$ cat config.mk
export PLATFORM = sky130hd
export DESIGN_NAME = nor_prog_ctrl
export DESIGN_NICKNAME = d
export VERILOG_FILES = /design/src/rtl/nfl_pkg.sv /design/src/rtl/nfl_bus_engine.sv /design/src/rtl/nfl_poll_judge.sv /design/src/rtl/nfl_prog_seq.sv /design/src/rtl/nor_prog_ctrl.sv
export SDC_FILE = /design/constraint.sdc
export NUM_CORES = 1
export LEC_CHECK = 0
export ABC_AREA = 1
export ABC_CLOCK_PERIOD_IN_PS = 2140
export BUFFER_PORTS_ARGS = -buffer_cell sky130_fd_sc_hd__buf_2
export CAP_MARGIN = 20
export CORE_MARGIN = 2
export CORE_UTILIZATION = 30
export CTS_BUF_LIST = sky130_fd_sc_hd__clkbuf_8
export DETAILED_ROUTE_END_ITERATION = 16
export HOLD_SLACK_MARGIN = 0.1
export PLACE_DENSITY_LB_ADDON = 0.05
export SYNTH_ARGS = -nofsm -noshare
export SYNTH_HDL_FRONTEND = slang
export SYNTH_SLANG_ARGS = --single-unit
$ cat constraint.sdc
create_clock -name clk -period 2.14 [get_ports clk]
set_clock_uncertainty 0.1 [all_clocks]
set_input_delay 0 -clock clk [delete_from_list [all_inputs] [get_ports clk]]
set_output_delay 0 -clock clk [all_outputs]
set_load 0.01 [all_outputs]
$ cat src/rtl/nfl_pkg.sv
// Shared types and command constants for the NOR flash programming controller.
// Assumes a word-wide (16-bit) device with command addresses in word units.
package nfl_pkg;

    // Bus cycle engine states
    typedef enum logic [2:0] {
        BUS_IDLE,
        BUS_WSETUP,
        BUS_WPULSE,
        BUS_WHOLD,
        BUS_RACCESS
    } bus_state_e;

    // Outcome of one polling read
    typedef enum logic [1:0] {
        V_PASS,
        V_RETRY,
        V_RECHECK,
        V_FAIL
    } verdict_e;

    // Programming sequencer states
    typedef enum logic [3:0] {
        S_IDLE,
        S_CMD,
        S_CMD_W,
        S_RD,
        S_RD_W,
        S_EVAL,
        S_ABORT,
        S_ABORT_W,
        S_FIN_OK,
        S_FIN_BAD
    } seq_state_e;

    localparam logic [11:0] UNLOCK_ADDR_A = 12'h555;
    localparam logic [11:0] UNLOCK_ADDR_B = 12'h2AA;
    localparam logic [7:0]  CMD_UNLOCK1   = 8'hAA;
    localparam logic [7:0]  CMD_UNLOCK2   = 8'h55;
    localparam logic [7:0]  CMD_PROGRAM   = 8'hA0;
    localparam logic [7:0]  CMD_READRST   = 8'hF0;

    // Bit positions the device uses for status during programming
    localparam int POLL_BIT = 7;
    localparam int TMO_BIT  = 5;

endpackage

$ cat src/rtl/nfl_bus_engine.sv
// Bus cycle engine: runs one asynchronous flash write or read at a time.
// Write: 1 setup clock (CE low), WR_PULSE clocks with WE low, 1 hold clock.
// Read: RD_WAIT clocks with CE and OE low; status bits sampled on the last.
// Assumes wr_go and rd_go are single-clock pulses given only while idle.
module nfl_bus_engine
    import nfl_pkg::*;
#(
    parameter int AW       = 18,
    parameter int DW       = 16,
    parameter int WR_PULSE = 3,
    parameter int RD_WAIT  = 4
) (
    input  logic          clk,
    input  logic          rst_n,
    input  logic          wr_go,
    input  logic          rd_go,
    input  logic [AW-1:0] cyc_addr,
    input  logic [DW-1:0] cyc_wdata,
    output logic          cyc_done,
    output logic          poll_b7,
    output logic          poll_b5,
    output logic [AW-1:0] fl_addr,
    output logic [DW-1:0] fl_wdata,
    input  logic [DW-1:0] fl_rdata,
    output logic          fl_ce_n,
    output logic          fl_oe_n,
    output logic          fl_we_n
);
    localparam int MAXW = (WR_PULSE > RD_WAIT) ? WR_PULSE : RD_WAIT;
    localparam int CW   = $clog2(MAXW + 1);

    bus_state_e    st;
    logic [CW-1:0] cnt;
    logic [AW-1:0] addr_q;
    logic [DW-1:0] data_q;

    // Cycle state machine, strobe counter and status capture
    always_ff @(posedge clk) begin
        if (!rst_n) begin
            st       <= BUS_IDLE;
            cnt      <= '0;
            addr_q   <= '0;
            data_q   <= '0;
            cyc_done <= 1'b0;
            poll_b7  <= 1'b0;
            poll_b5  <= 1'b0;
        end else begin
            cyc_done <= 1'b0;
            case (st)
                BUS_IDLE: begin
                    if (wr_go) begin
                        addr_q <= cyc_addr;
                        data_q <= cyc_wdata;
                        st     <= BUS_WSETUP;
                    end else if (rd_go) begin
                        addr_q <= cyc_addr;
                        cnt    <= CW'(RD_WAIT - 1);
                        st     <= BUS_RACCESS;
                    end
                end
                BUS_WSETUP: begin
                    cnt <= CW'(WR_PULSE - 1);
                    st  <= BUS_WPULSE;
                end
                BUS_WPULSE: begin
                    if (cnt == '0) st <= BUS_WHOLD;
                    else           cnt <= cnt - 1'b1;
                end
                BUS_WHOLD: begin
                    st       <= BUS_IDLE;
                    cyc_done <= 1'b1;
                end
                BUS_RACCESS: begin
                    if (cnt == '0) begin
                        poll_b7  <= fl_rdata[POLL_BIT];
                        poll_b5  <= fl_rdata[TMO_BIT];
                        st       <= BUS_IDLE;
                        cyc_done <= 1'b1;
                    end else begin
                        cnt <= cnt - 1'b1;
                    end
                end
                default: st <= BUS_IDLE;
            endcase
        end
    end

    // Strobes decoded from the registered state
    always_comb begin
        fl_addr  = addr_q;
        fl_wdata = data_q;
        fl_ce_n  = (st == BUS_IDLE);
        fl_we_n  = (st != BUS_WPULSE);
        fl_oe_n  = (st != BUS_RACCESS);
    end


    we_oe_excl_chk: assert property (@(posedge clk) disable iff (!rst_n)
        !(!fl_we_n && !fl_oe_n));


    ce_guard_chk: assert property (@(posedge clk) disable iff (!rst_n)
        (!fl_we_n || !fl_oe_n) |-> !fl_ce_n);


    strobe_hold_chk: assert property (@(posedge clk) disable iff (!rst_n)
        (!fl_we_n && $past(!fl_we_n)) |-> ($stable(fl_addr) && $stable(fl_wdata)));

endmodule

$ cat src/rtl/nfl_poll_judge.sv
// Poll judge: turns one status read into a verdict by the data-polling rule.
// First look: bit 7 equal -> pass; unequal with bit 5 set -> recheck; else retry.
// Second look (after the time-limit flag): bit 7 equal -> pass, else fail.
module nfl_poll_judge
    import nfl_pkg::*;
(
    input  logic     rd_b7,
    input  logic     rd_b5,
    input  logic     exp_b7,
    input  logic     second_look,
    output verdict_e verdict
);
    // Combinational verdict
    always_comb begin
        if (rd_b7 == exp_b7) verdict = V_PASS;
        else if (second_look) verdict = V_FAIL;
        else if (rd_b5)       verdict = V_RECHECK;
        else                  verdict = V_RETRY;
    end
endmodule

$ cat src/rtl/nfl_prog_seq.sv
// Programming sequencer: walks the word run, issues the unlock/program
// writes, drives polling reads and acts on the judge's verdict.
// Assumes src_data is valid combinationally for the presented src_idx.
module nfl_prog_seq
    import nfl_pkg::*;
#(
    parameter int AW = 18,
    parameter int DW = 16
) (
    input  logic          clk,
    input  logic          rst_n,
    input  logic          start,
    input  logic [AW-1:0] base_addr,
    input  logic [AW-1:0] word_count,
    output logic [AW-1:0] src_idx,
    input  logic [DW-1:0] src_data,
    output logic          wr_go,
    output logic          rd_go,
    output logic [AW-1:0] cyc_addr,
    output logic [DW-1:0] cyc_wdata,
    input  logic          cyc_done,
    input  verdict_e      verdict,
    output logic          second_look,
    output logic          exp_b7,
    output logic          done,
    output logic          failed,
    output logic [AW-1:0] fail_addr
);
    localparam int PAD = DW - 8;

    seq_state_e    st;
    logic [1:0]    step;
    logic [AW-1:0] base_q;
    logic [AW-1:0] cnt_q;
    logic [AW-1:0] cur_addr;
    logic [AW-1:0] remain;
    logic [DW-1:0] prog_q;

    assign src_idx = cur_addr - base_q;
    assign exp_b7  = prog_q[POLL_BIT];

    // Main sequencing of commands, polling and run bookkeeping
    always_ff @(posedge clk) begin
        if (!rst_n) begin
            st          <= S_IDLE;
            step        <= '0;
            base_q      <= '0;
            cnt_q       <= '0;
            cur_addr    <= '0;
            remain      <= '0;
            prog_q      <= '0;
            second_look <= 1'b0;
            wr_go       <= 1'b0;
            rd_go       <= 1'b0;
            cyc_addr    <= '0;
            cyc_wdata   <= '0;
            done        <= 1'b0;
            failed      <= 1'b0;
            fail_addr   <= '0;
        end else begin
            wr_go  <= 1'b0;
            rd_go  <= 1'b0;
            done   <= 1'b0;
            failed <= 1'b0;
            case (st)
                S_IDLE: begin
                    if (start) begin
                        base_q   <= base_addr;
                        cnt_q    <= word_count;
                        cur_addr <= base_addr;
                        remain   <= word_count;
                        step     <= '0;
                        st       <= (word_count == '0) ? S_FIN_OK : S_CMD;
                    end
                end
                S_CMD: begin
                    wr_go <= 1'b1;
                    case (step)
                        2'd0: begin
                            cyc_addr  <= AW'(UNLOCK_ADDR_A);
                            cyc_wdata <= {{PAD{1'b0}}, CMD_UNLOCK1};
                        end
                        2'd1: begin
                            cyc_addr  <= AW'(UNLOCK_ADDR_B);
                            cyc_wdata <= {{PAD{1'b0}}, CMD_UNLOCK2};
                        end
                        2'd2: begin
                            cyc_addr  <= AW'(UNLOCK_ADDR_A);
                            cyc_wdata <= {{PAD{1'b0}}, CMD_PROGRAM};
                        end
                        default: begin
                            cyc_addr  <= cur_addr;
                            cyc_wdata <= src_data;
                            prog_q    <= src_data;
                        end
                    endcase
                    st <= S_CMD_W;
                end
                S_CMD_W: begin
                    if (cyc_done) begin
                        if (step == 2'd3) begin
                            second_look <= 1'b0;
                            st          <= S_RD;
                        end else begin
                            step <= step + 1'b1;
                            st   <= S_CMD;
                        end
                    end
                end
                S_RD: begin
                    rd_go    <= 1'b1;
                    cyc_addr <= cur_addr;
                    st       <= S_RD_W;
                end
                S_RD_W: begin
                    if (cyc_done) st <= S_EVAL;
                end
                S_EVAL: begin
                    case (verdict)
                        V_PASS: begin
                            if (remain == AW'(1)) begin
                                st <= S_FIN_OK;
                            end else begin
                                cur_addr <= cur_addr + 1'b1;
                                remain   <= remain - 1'b1;
                                step     <= '0;
                                st       <= S_CMD;
                            end
                        end
                        V_RETRY:   st <= S_RD;
                        V_RECHECK: begin
                            second_look <= 1'b1;
                            st          <= S_RD;
                        end
                        default:   st <= S_ABORT;
                    endcase
                end
                S_ABORT: begin
                    wr_go     <= 1'b1;
                    cyc_addr  <= cur_addr;
                    cyc_wdata <= {{PAD{1'b0}}, CMD_READRST};
                    st        <= S_ABORT_W;
                end
                S_ABORT_W: begin
                    if (cyc_done) st <= S_FIN_BAD;
                end
                S_FIN_OK: begin
                    done <= 1'b1;
                    st   <= S_IDLE;
                end
                S_FIN_BAD: begin
                    failed    <= 1'b1;
                    fail_addr <= cur_addr;
                    st        <= S_IDLE;
                end
                default: st <= S_IDLE;
            endcase
        end
    end


    done_fail_excl_chk: assert property (@(posedge clk) disable iff (!rst_n)
        !(done && failed));


    fail_addr_range_chk: assert property (@(posedge clk) disable iff (!rst_n)
        failed |-> ((fail_addr - base_q) < cnt_q));


    busy_start_ignored_chk: assert property (@(posedge clk) disable iff (!rst_n)
        (start && st != S_IDLE) |=> ($stable(base_q) && $stable(cnt_q)));


    single_done_chk: assert property (@(posedge clk) disable iff (!rst_n)
        done |=> !done);

endmodule

$ cat src/rtl/nor_prog_ctrl.sv
// NOR flash word programming controller (top). Connects the sequencer,
// the poll judge and the bus cycle engine. Only bits 7 and 5 of read data
// carry meaning during polling; the other read bits are not inspected.
module nor_prog_ctrl
    import nfl_pkg::*;
#(
    parameter int AW       = 18,
    parameter int DW       = 16,
    parameter int WR_PULSE = 3,
    parameter int RD_WAIT  = 4
) (
    input  logic          clk,
    input  logic          rst_n,
    input  logic          start,
    input  logic [AW-1:0] base_addr,
    input  logic [AW-1:0] word_count,
    output logic [AW-1:0] src_idx,
    input  logic [DW-1:0] src_data,
    output logic [AW-1:0] fl_addr,
    output logic [DW-1:0] fl_wdata,
    input  logic [DW-1:0] fl_rdata,
    output logic          fl_ce_n,
    output logic          fl_oe_n,
    output logic          fl_we_n,
    output logic          done,
    output logic          failed,
    output logic [AW-1:0] fail_addr
);
    logic          wr_go, rd_go, cyc_done;
    logic [AW-1:0] cyc_addr;
    logic [DW-1:0] cyc_wdata;
    logic          poll_b7, poll_b5, second_look, exp_b7;
    verdict_e      verdict;

    nfl_prog_seq #(.AW(AW), .DW(DW)) u_seq (
        .clk(clk), .rst_n(rst_n), .start(start),
        .base_addr(base_addr), .word_count(word_count),
        .src_idx(src_idx), .src_data(src_data),
        .wr_go(wr_go), .rd_go(rd_go), .cyc_addr(cyc_addr), .cyc_wdata(cyc_wdata),
        .cyc_done(cyc_done), .verdict(verdict),
        .second_look(second_look), .exp_b7(exp_b7),
        .done(done), .failed(failed), .fail_addr(fail_addr)
    );

    nfl_poll_judge u_judge (
        .rd_b7(poll_b7), .rd_b5(poll_b5), .exp_b7(exp_b7),
        .second_look(second_look), .verdict(verdict)
    );

    nfl_bus_engine #(.AW(AW), .DW(DW), .WR_PULSE(WR_PULSE), .RD_WAIT(RD_WAIT)) u_bus (
        .clk(clk), .rst_n(rst_n), .wr_go(wr_go), .rd_go(rd_go),
        .cyc_addr(cyc_addr), .cyc_wdata(cyc_wdata), .cyc_done(cyc_done),
        .poll_b7(poll_b7), .poll_b5(poll_b5),
        .fl_addr(fl_addr), .fl_wdata(fl_wdata), .fl_rdata(fl_rdata),
        .fl_ce_n(fl_ce_n), .fl_oe_n(fl_oe_n), .fl_we_n(fl_we_n)
    );

endmodule

Word-level counts from Yosys, hierarchy flattened
Cells that the tools add are included.
{ "word_totals": {"ff_bits": 168, "input_bits": 71, "out_inout_bits": 75, "word_cells": 145} }
{ "classes": {"add_sub_neg": 5, "n_eq_ne": 37, "n_mux": 51, "bitwise_logic": 1, "reduce_logical": 30} }
{ "op_table": {"columns": ["operator", "count"], "rows": [
  ["18-bit 2-to-1 mux", 8],
  ["18-bit one-hot mux with 2 select lines", 4],
  ["16-bit one-hot mux with 3 select lines", 1],
  ["16-bit one-hot mux with 2 select lines", 1],
  ["4-bit one-hot mux with 8 select lines", 1],
  ["4-bit 2-to-1 mux", 6],
  ["3-bit 2-to-1 mux", 7],
  ["18-bit by 1-bit adder with 18-bit output, second input constant", 1],
  ["18-bit by 1-bit equality test with 1-bit output, second input constant", 1],
  ["18-bit zero test", 1],
  ["2-bit 2-to-1 mux", 9],
  ["2-bit by 1-bit != test with 1-bit output, second input constant", 9],
  ["18-bit by 1-bit subtractor with 18-bit output, second input constant", 1],
  ["18-bit subtractor", 1],
  ["4-bit by 3-bit equality test with 1-bit output, second input constant", 4],
  ["4-bit AND reduction", 4],
  ["3-bit one-hot mux with 4 select lines", 1],
  ["2-bit != test, second input constant", 5],
  ["2-bit AND reduction", 5],
  ["2-bit nonzero test", 5],
  ["2-bit OR reduction", 5],
  ["3-bit one-hot mux with 3 select lines", 1],
  ["4-bit by 2-bit equality test with 1-bit output, second input constant", 2],
  ["4-bit equality test, second input constant", 2],
  ["other kinds (24)", 39]
]} }

Logic depth before layout (Yosys ltp)
Gate-level depths: netlist of run 1.
{ "depth": {"ltp_word": 7, "ltp_mapped": 13, "ltp_nobuf": 12} }

Hierarchy
From an unflattened synthesis of run 1, not the netlist that was laid out.
{ "hier_totals": {"hier_cells": 1150, "hier_area_um2": 8282.9} }
{ "by_module_without_submodules": {"columns": ["mod", "n_inst", "cells_each", "area_per_inst_um2", "seq_area_each_um2"], "rows": [
  ["nfl_prog_seq", 1, 930, 6487.5, 2362.3],
  ["nfl_bus_engine", 1, 210, 1757.9, 860.8],
  ["nfl_poll_judge", 1, 10, 37.5, 0.0]
]} }

Worst setup path before layout of run 1
OpenSTA, ideal clock, no wires.
{ "synth_path": {"path_type": "reg2out", "start": "register u_seq.cur_addr[0]", "end": "output src_idx[16]", "arrival_ns": 1.988, "t_required_ns": 2.040, "path_slack_ns": 0.052, "path_stages_with_launch": 14, "n_path_buf": 1, "path_cell_list": "dfxtp_1 > clkbuf_1 > inv_1 > ha_1 > fa_1 > inv_1 > nand3_1 > nand2_1 > nand2_1 > o2111ai_1 > nand3_1 > nand2_1 > nand2_1 > nand2_1"} }
{ "synth_via": {"elab_chain_cells": 1} }
{ "synth_rtl": {"columns": ["element", "line_no", "source"], "rows": [
  ["from (decl)", "nfl_prog_seq.sv:35", "logic [AW-1:0] cur_addr;"],
  ["from (signal assigned)", "nfl_prog_seq.sv:70", "cur_addr <= base_addr;"],
  ["from (signal assigned)", "nfl_prog_seq.sv:124", "cur_addr <= cur_addr + 1'b1;"],
  ["18-bit subtractor", "nfl_prog_seq.sv:39", "assign src_idx = cur_addr - base_q;"],
  ["to (decl)", "nor_prog_ctrl.sv:17", "output logic [AW-1:0] src_idx,"]
]} }
No other way between the ends.

Worst setup path in the final report of run 1
Ends and elaborated chain as after synthesis.

==> results of run 1 <==
critical path, stage by stage (launching register included):
cell and delay, ns:
dfxtp_2 0.35, inv_2 0.05, ha_4 0.16, fa_2 0.36
inv_2 0.07, nand3_2 0.06, nand2_2 0.08, nand2_2 0.06
o2111ai_4 0.10, nand3_2 0.10, nand2_1 0.07, nand2_1 0.05
nand2_1 0.05, buf_2 0.12
repair_timing:
| action | 4_1_cts | 5_1_grt |
|---|---|---|
| hold endpoints to repair | 84 | 0 |
| resized for setup | 68 | 19 |
| pin swaps | 24 | 3 |
| buffers inserted | 13 | 0 |
| setup endpoints to repair | 14 | 33 |
| hold buffers | 66 | 0 |
| cloned | 0 | 1 |
registers in the layout, indices dropped and copies added (netlist names), 2 cells and up:
register / cells
u_seq.cyc_addr: 18
u_seq.remain: 18
u_bus.st: 3
u_seq.step: 2
u_bus.fl_wdata: 16
u_seq.st: 4
u_seq.cur_addr: 18
u_bus.cnt: 3
u_seq.cyc_wdata: 16
u_bus.fl_addr: 18
u_seq.fail_addr: 18
u_seq.base_q: 18
layout make-up:
cell class,instances,area share (%)
Clock buffer,17,2.08
Sequential cell,161,28.8
Multi-Input combinational cell,917,42.9
Inverter,109,3.63
Timing Repair Buffer,265,16.9
Clock inverter,15,1.48
Tap cell,378,4.20
worst paths after layout:
| path | to | cells past startpoint | slack (ns) | start |
|---|---|---|---|---|
| max | src_idx[16] | 13 | -0.11 | u_seq.cur_addr[0]$_SDFFE_PN0P_ |
| min | u_seq.cyc_wdata[5]$_SDFFE_PN0P_ | 4 | 0.21 | src_data[5] |
| max reg2reg | u_seq.remain[8]$_SDFFE_PN0P_ | 10 | 0.13 | u_seq.prog_q[7]$_SDFFE_PN0P_ |
| min reg2reg | u_seq.base_q[16]$_SDFFE_PN0P_ | 2 | 0.36 | u_seq.base_q[16]$_SDFFE_PN0P_ |
layer usage:
layer  global-route usage (%)  share of wire, %  up-vias
met5                        0                 0        -
met4                     5.31               1.6        0
met3                     2.96               3.2       29
met2                     33.2                47      159
met1                     26.3                48     4097
li1                         -                 -     4547
logic make-up after synthesis:
| family | count (synthesis) |
|---|---|
| buffers and inverters | 163 |
| AND/OR/NAND/NOR | 574 |
| flip-flops | 161 |
| XOR/XNOR | 21 |
| adder cells (fa/ha/maj) | 32 |
| AO/OA/AOI/OAI | 290 |
cells in the final DEF, fill, tap and decap left out, types with 3 or more instances in the layout:
| master | n |
|---|---|
| nand2_1 | 287 |
| a21oi_1 | 153 |
| dfxtp_1 | 147 |
| buf_2 | 131 |
| nor2_1 | 129 |
| nand3_1 | 98 |
| o21ai_0 | 97 |
| inv_1 | 92 |
| dlygate4sd3_1 | 66 |
| buf_4 | 60 |
| inv_2 | 17 |
| nor3_1 | 17 |
| clkbuf_8 | 17 |
| ha_4 | 15 |
| ha_1 | 15 |
| dfxtp_2 | 13 |
| xor2_1 | 12 |
| or2_2 | 10 |
| nand4_1 | 8 |
| xnor2_1 | 8 |
| nand2_2 | 7 |
| o21ai_1 | 7 |
| a21oi_2 | 6 |
| nor2_2 | 5 |
| o211ai_1 | 5 |
| nand3_2 | 4 |
| clkinv_8 | 4 |
| inv_6 | 4 |
| inv_8 | 4 |
| buf_12 | 4 |
| a21oi_4 | 3 |
| o21bai_1 | 3 |
| nand3b_1 | 3 |
| o22ai_1 | 3 |
| nor2_4 | 3 |
| buf_6 | 3 |
through the flow:
step / utilization [%] / TNS, ns
2_1_floorplan: - / 0
3_3_place_gp: 35.1 / 0
3_5_place_dp: 35.1 / 0
4_1_cts: 40.5 / -0.812
5_1_grt: 40.8 / -1.90
6_report: 40.8 / -0.539
where the power goes:
| group | total (W) | leakage, nW | switching, W | internal, W |
|---|---|---|---|---|
| registers | 0.00410 | 1.32 | 0.000447 | 0.00365 |
| clock network | 0.00230 | 0.206 | 0.00141 | 0.000885 |
| logic | 0.00682 | 3.34 | 0.00398 | 0.00284 |
==> results by group, run 1 <==
Run status
  • Status: complete, but fails checks
  • Failing checks: setup timing

Timing
  • Final Setup Violations: 8
  • RSZ-0062 raised after global routing: yes
  • Max frequency: 445 MHz
  • Max_slew headroom: 64.6%
  • Final slew viol count: 0
  • Worst slew pin tran: 0.527 ns
  • Final min period: 2.25 ns
  • Hold Vio Cnt, Final: 0
  • Post-route setup slack: -0.105 ns
  • Fin crit share: 105%
  • Final hold slack: 0.210 ns

Drt
  • Drt first pass iters: 7
  • Remaining routing DRC violations: 0
  • Vias per inst: 4.74
  • Initial drt markers: 563
  • Final wirelength: 28.8 mm
  • Routed Antenna Nets: 0
  • WL/cell: 15.5 um
  • Via count: 8832

Finish
  • Fill cells: 3072
  • Register Area: 3240 um2
  • Fin nets: 1574
  • Footprint of the multi-input gates: 4830 um2
  • Layout cells sized above 1: 21.8%
  • Final instance area: 11300 um2
  • Area Growth Syn to Fin: 34.6%
  • Final cell count without fillers: 1862
  • Diode count: 0

Yosys
  • Yosys cell types: 37
  • Syn Inst Count: 1241
  • Main flop type after synthesis: dfxtp_1
  • Largest family of logic cells by synthesized area: simple AND/OR/NAND/NOR gates
  • Compound-gate portion of the synthesized area: 18.0%
  • Post-synth top cells: nand2_1, a21oi_1, dfxtp_1, nor2_1, o21ai_0
  • Async SR Flop Fraction: 0%
  • Post-synth EDFFs: 0
  • Synth area leaders: dfxtp_1, nand2_1, a21oi_1
  • Synth Area in XOR/XNOR: 2.20%
  • Synth top area share: 38.5%
  • FF+latch count, synth: 161
  • Mapped Nets: 1344
  • Mapped Avg Cell Area: 6.74 um2
  • Synth Area in Simple Gates: 28.6%
  • Yosys Warn Count: 0
  • Synthesized area: 8370 um2
  • Sequential element share of the synthesized area: 38.5%
  • Top-count cell post-synth: nand2_1
  • Largest area contributor in the netlist: dfxtp_1
  • Mux cell area share after synthesis: 0%
  • Adder-Cell Fraction of Synth Area: 4.87%

Die
  • Die height: 171 um
  • Core area: 27600 um2
  • Ports: 146
  • Starting Density: 30.3%
  • Rows: 61
  • Die ar.: 29200 um2
  • Die X: 171 um

Job
  • Max-Cap Viols: 0

Place
  • IO Port Bufs: 131
  • Pre-CTS WS: 0.0350 ns
  • Post-DP HPWL: 20.5 mm
  • Final Wtd Congestion: 0.853
  • Dpl cells: 1750
  • Placed cell areas: 9700 um2

CTS
  • CTS tree: yes
  • # H-tree levels: 4
  • Clock latency on the worst-skew pair: 0.48 ns
  • CTS clock-pin slew for the worst setup and hold paths: 0.12 ns
  • CTS root buffer: clkbuf_8
  • Max clock buf depth: 2
  • Clk sinks: 161
  • Cts bufs inserted: 17

Setup path
  • Worst Path Arrival: 2.15 ns
  • Worst EP required: 2.04 ns
  • Worst Setup Start Kind: register
  • CP Class: register to output port
  • Crit end category: output port
  • Max FO, Critical Path: 3

Global route
  • Global-route wire length before repair: 45.3 mm
  • Number of antenna violations at the first check in global routing: 0
  • Vias in the first global route: 8549
  • Gr ovfl total: 0
  • Total GRT Usage: 19.7%
  • Pin count of the biggest net entering global routing: 49

Power
  • Worst IR drop on VDD: 332 uV
  • Lkg Pwr: 4.87 nW
  • Pwr/cell area: 1170 nW/um2
  • Pwr Total: 0.0132 W

Worst hold path
  • Worst Hold Class: input pin to register
(Power assumes the default switching activity.)
==> run 2: changes to the inputs <==
- ABC_CLOCK_PERIOD_IN_PS: 2140 -> 2200
- clock period: 2.14 -> 2.2 ns (I/O delays scaled with it)
==> results by group, run 2 (synthesis results as in run 1) <==
Setup path
  • R2r startpoint: u_seq.st[0]$_SDFFE_PN0P_
  • Crit-path max cell delay: 0.35 ns (about the same)
  • Worst reg-to-reg path cell count: 8 (-2)
  • CP most frequent cell: nand2_1
  • Max FO, Critical Path: 3 (unchanged)
  • Largest delay share family, worst path: adder cells
  • Slowest CP cell: fa_2
  • Worst Path Arrival: 2.12 ns (-0.03 ns)
  • Critical-path cell list: inv_2, ha_4, fa_2, inv_2, nand3_2, nand2_2, nand2_2, o2111ai_4, nand2_1, nand2_1, nand2_1, nand2_1, buf_2
  • CP Class: register to output port
  • Buf+Inv Stages, Crit Path: 3 (unchanged)
  • FF-to-FF setup slack: 0.14 ns (about the same)
  • Critical R2R Capture: u_seq.base_q[11]$_SDFFE_PN0P_
  • Worst Setup Start Kind: register
  • Crit end category: output port
  • Worst EP required: 2.10 ns (+0.06 ns)

Place
  • Post-DP HPWL: 20.5 mm (+0.22%)
  • Dpl cells: 1748 (-0.11%)
  • IO Port Bufs: 131 (unchanged)
  • Pre-CTS WS: 0.0640 ns (+0.0290 ns)
  • Final Wtd Congestion: 0.852 (-0.15%)

Finish
  • Fin nets: 1567 (-0.44%)
  • Area Growth Syn to Fin: 33.6%
  • Layout cells sized above 1: 22.5% (+0.65 points)
  • Final cell count without fillers: 1855 (-0.38%)
  • Commonest non-fill, non-tap cell in the layout: nand2_1
  • Most frequent cells in the layout: nand2_1, a21oi_1, dfxtp_1
  • Diode count: 0 (unchanged)

Global route
  • Pin count of the biggest net entering global routing: 52 (+6.1%)
  • Total GRT Usage: 19.2% (-0.51 points)
  • Vias in the first global route: 8236 (-3.7%)
  • Number of antenna violations at the first check in global routing: 0 (unchanged)
  • Global-route wire length before repair: 43.8 mm (-3.2%)
  • Gr ovfl total: 0 (unchanged)

Die
  • Die height: 171 um (unchanged)
  • Die X: 171 um (unchanged)
  • Rows: 61 (unchanged)
  • Starting Density: 30.3% (unchanged)
  • Die ar.: 29200 um2 (unchanged)
  • Ports: 146 (unchanged)
  • Core area: 27600 um2 (unchanged)

Worst hold path
  • Worst Hold Class: input pin to register
  • Hold EP: u_seq.cyc_wdata[15]$_SDFFE_PN0P_
  • HP Start: src_data[15]
  • WHS Path Cells: 4 (unchanged)

Timing
  • Final min period: 2.22 ns
  • Max frequency: 451 MHz
  • Final slew viol count: 0 (unchanged)
  • Worst slew pin tran: 0.524 ns (-0.00356 ns)
  • Final Setup Violations: 3 (-5)
  • Setup TNS: -0.0346 ns (+0.504 ns)
  • Post-route setup slack: -0.0197 ns (+0.0854 ns)
  • RSZ-0062 raised after global routing: yes
  • Max_slew headroom: 64.8% (+0.24 points)
  • Hold Vio Cnt, Final: 0 (unchanged)
  • Fin crit share: 101%

Power
  • Net switching power: 0.00570 W (-2.4%)
  • Pwr/cell area: 1140 nW/um2 (-2.8%)
  • Seq pwr share: 31.3% (+0.3 points)
  • Comb pwr share: 51.0% (-0.6 points)
  • Sw Share: 44.7% (+0.51 points)
  • Clk pwr share: 17.7% (+0.3 points)
  • Worst IR drop on VDD: 357 uV (+7.5%)
  • P_int: 0.00705 W (-4.4%)
  • Lkg Pwr: 4.82 nW (-1.0%)

CTS
  • # H-tree levels: 4 (unchanged)
  • CTS root buffer: clkbuf_8
  • Clock latency on the worst-skew pair: 0.48 ns (about the same)
  • Max clock buf depth: 2 (unchanged)
  • CTS tree: yes
  • Clk sinks: 161 (unchanged)
  • Cts bufs inserted: 17 (unchanged)
  • CTS clock-pin slew for the worst setup and hold paths: 0.11 ns (about the same)

Drt
  • WL/cell: 15.2 um (-1.5%)
  • Remaining routing DRC violations: 0 (unchanged)
  • Drt first pass iters: 5 (-2)
  • Via count: 8753 (-0.89%)
  • Vias per inst: 4.72 (-0.52%)
  • Initial drt markers: 555 (-1.4%)
  • Final wirelength: 28.2 mm (-1.9%)
  • Routed Antenna Nets: 0 (unchanged)

Run status
  • Failing checks: setup timing
  • Status: complete, but fails checks

Job
  • Max-Cap Viols: 0 (unchanged)
run 2: layout make-up:
type                       instances  area [um2]
inverter                         109         412
tap                              378         473
fill                            3008       16400
multi-input combinational        917        4850
clock buffer                      17         234
sequential                       161        3250
timing repair buffer             258        1800
clock inverter                    15         169
run 2: per-stage QoR:
| step | power [W] | area [um2] | hold slack, ns | util, % |
|---|---|---|---|---|
| final | 0.0128 | 11200 | 0.225 | 40.5 |
| after CTS | 0.0126 | 11100 | 0.184 | 40.0 |
| after global placement | 0.00962 | 9670 | 0.150 | 35.0 |
| after floorplan | 0.00762 | 8370 | 0.0349 | - |
| after detailed placement | 0.00962 | 9670 | 0.154 | 35.0 |
| after global routing | 0.0138 | 11200 | 0.195 | 40.5 |
run 2: power by group through the flow:
stage | combinational (W) | clock, W | sequential [W]
after global placement | 0.00561 | 0 | 0.00400
final | 0.00651 | 0.00226 | 0.00399
after global routing | 0.00723 | 0.00246 | 0.00407
after detailed placement | 0.00562 | 0 | 0.00400
after CTS | 0.00631 | 0.00235 | 0.00398
after floorplan | 0.00367 | 0 | 0.00395
run 2: layer usage:
| metal | global-route usage [%] | up-vias | share of wire, % |
|---|---|---|---|
| met4 | 4.68 | 0 | 1.2 |
| met5 | 0 | - | 0 |
| met2 | 33.3 | 160 | 49 |
| met3 | 2.89 | 20 | 2.9 |
| met1 | 25.0 | 4046 | 47 |
| li1 | - | 4527 | - |
run 2: how the worst max path moves through the flow:
stage / from / slack, ns / cells after the start / endpoint
after global routing: u_seq.cur_addr[0]$_SDFFE_PN0P_ / -0.17 / 13 / src_idx[16]
after floorplan: u_seq.cur_addr[0]$_SDFFE_PN0P_ / 0.11 / 13 / src_idx[16]
after CTS: u_seq.cur_addr[0]$_SDFFE_PN0P_ / -0.08 / 13 / src_idx[16]
final: u_seq.cur_addr[0]$_SDFFE_PN0P_ / -0.02 / 13 / src_idx[12]
after detailed placement: u_seq.cur_addr[0]$_SDFFE_PN0P_ / 0.06 / 13 / src_idx[16]
after global placement: u_seq.cur_addr[0]$_SDFFE_PN0P_ / 0.07 / 13 / src_idx[16]
run 2: repair_timing:
action                                  CTS  global route
endpoints found under the hold margin    84             0
pin swaps                                22            22
hold buffers                             61             0
buffers inserted                         10             4
resized for setup                        62            35
endpoints found under the setup margin   13            31
run 2: worst reg2reg max path: cells and delay by family, from the launching register on:
family / cells / cell delay, ns
AO/OA/AOI/OAI: 2 / 0.23
AND/OR/NAND/NOR: 3 / 0.29
buffers and inverters: 3 / 0.93
flip-flops: 1 / 0.46
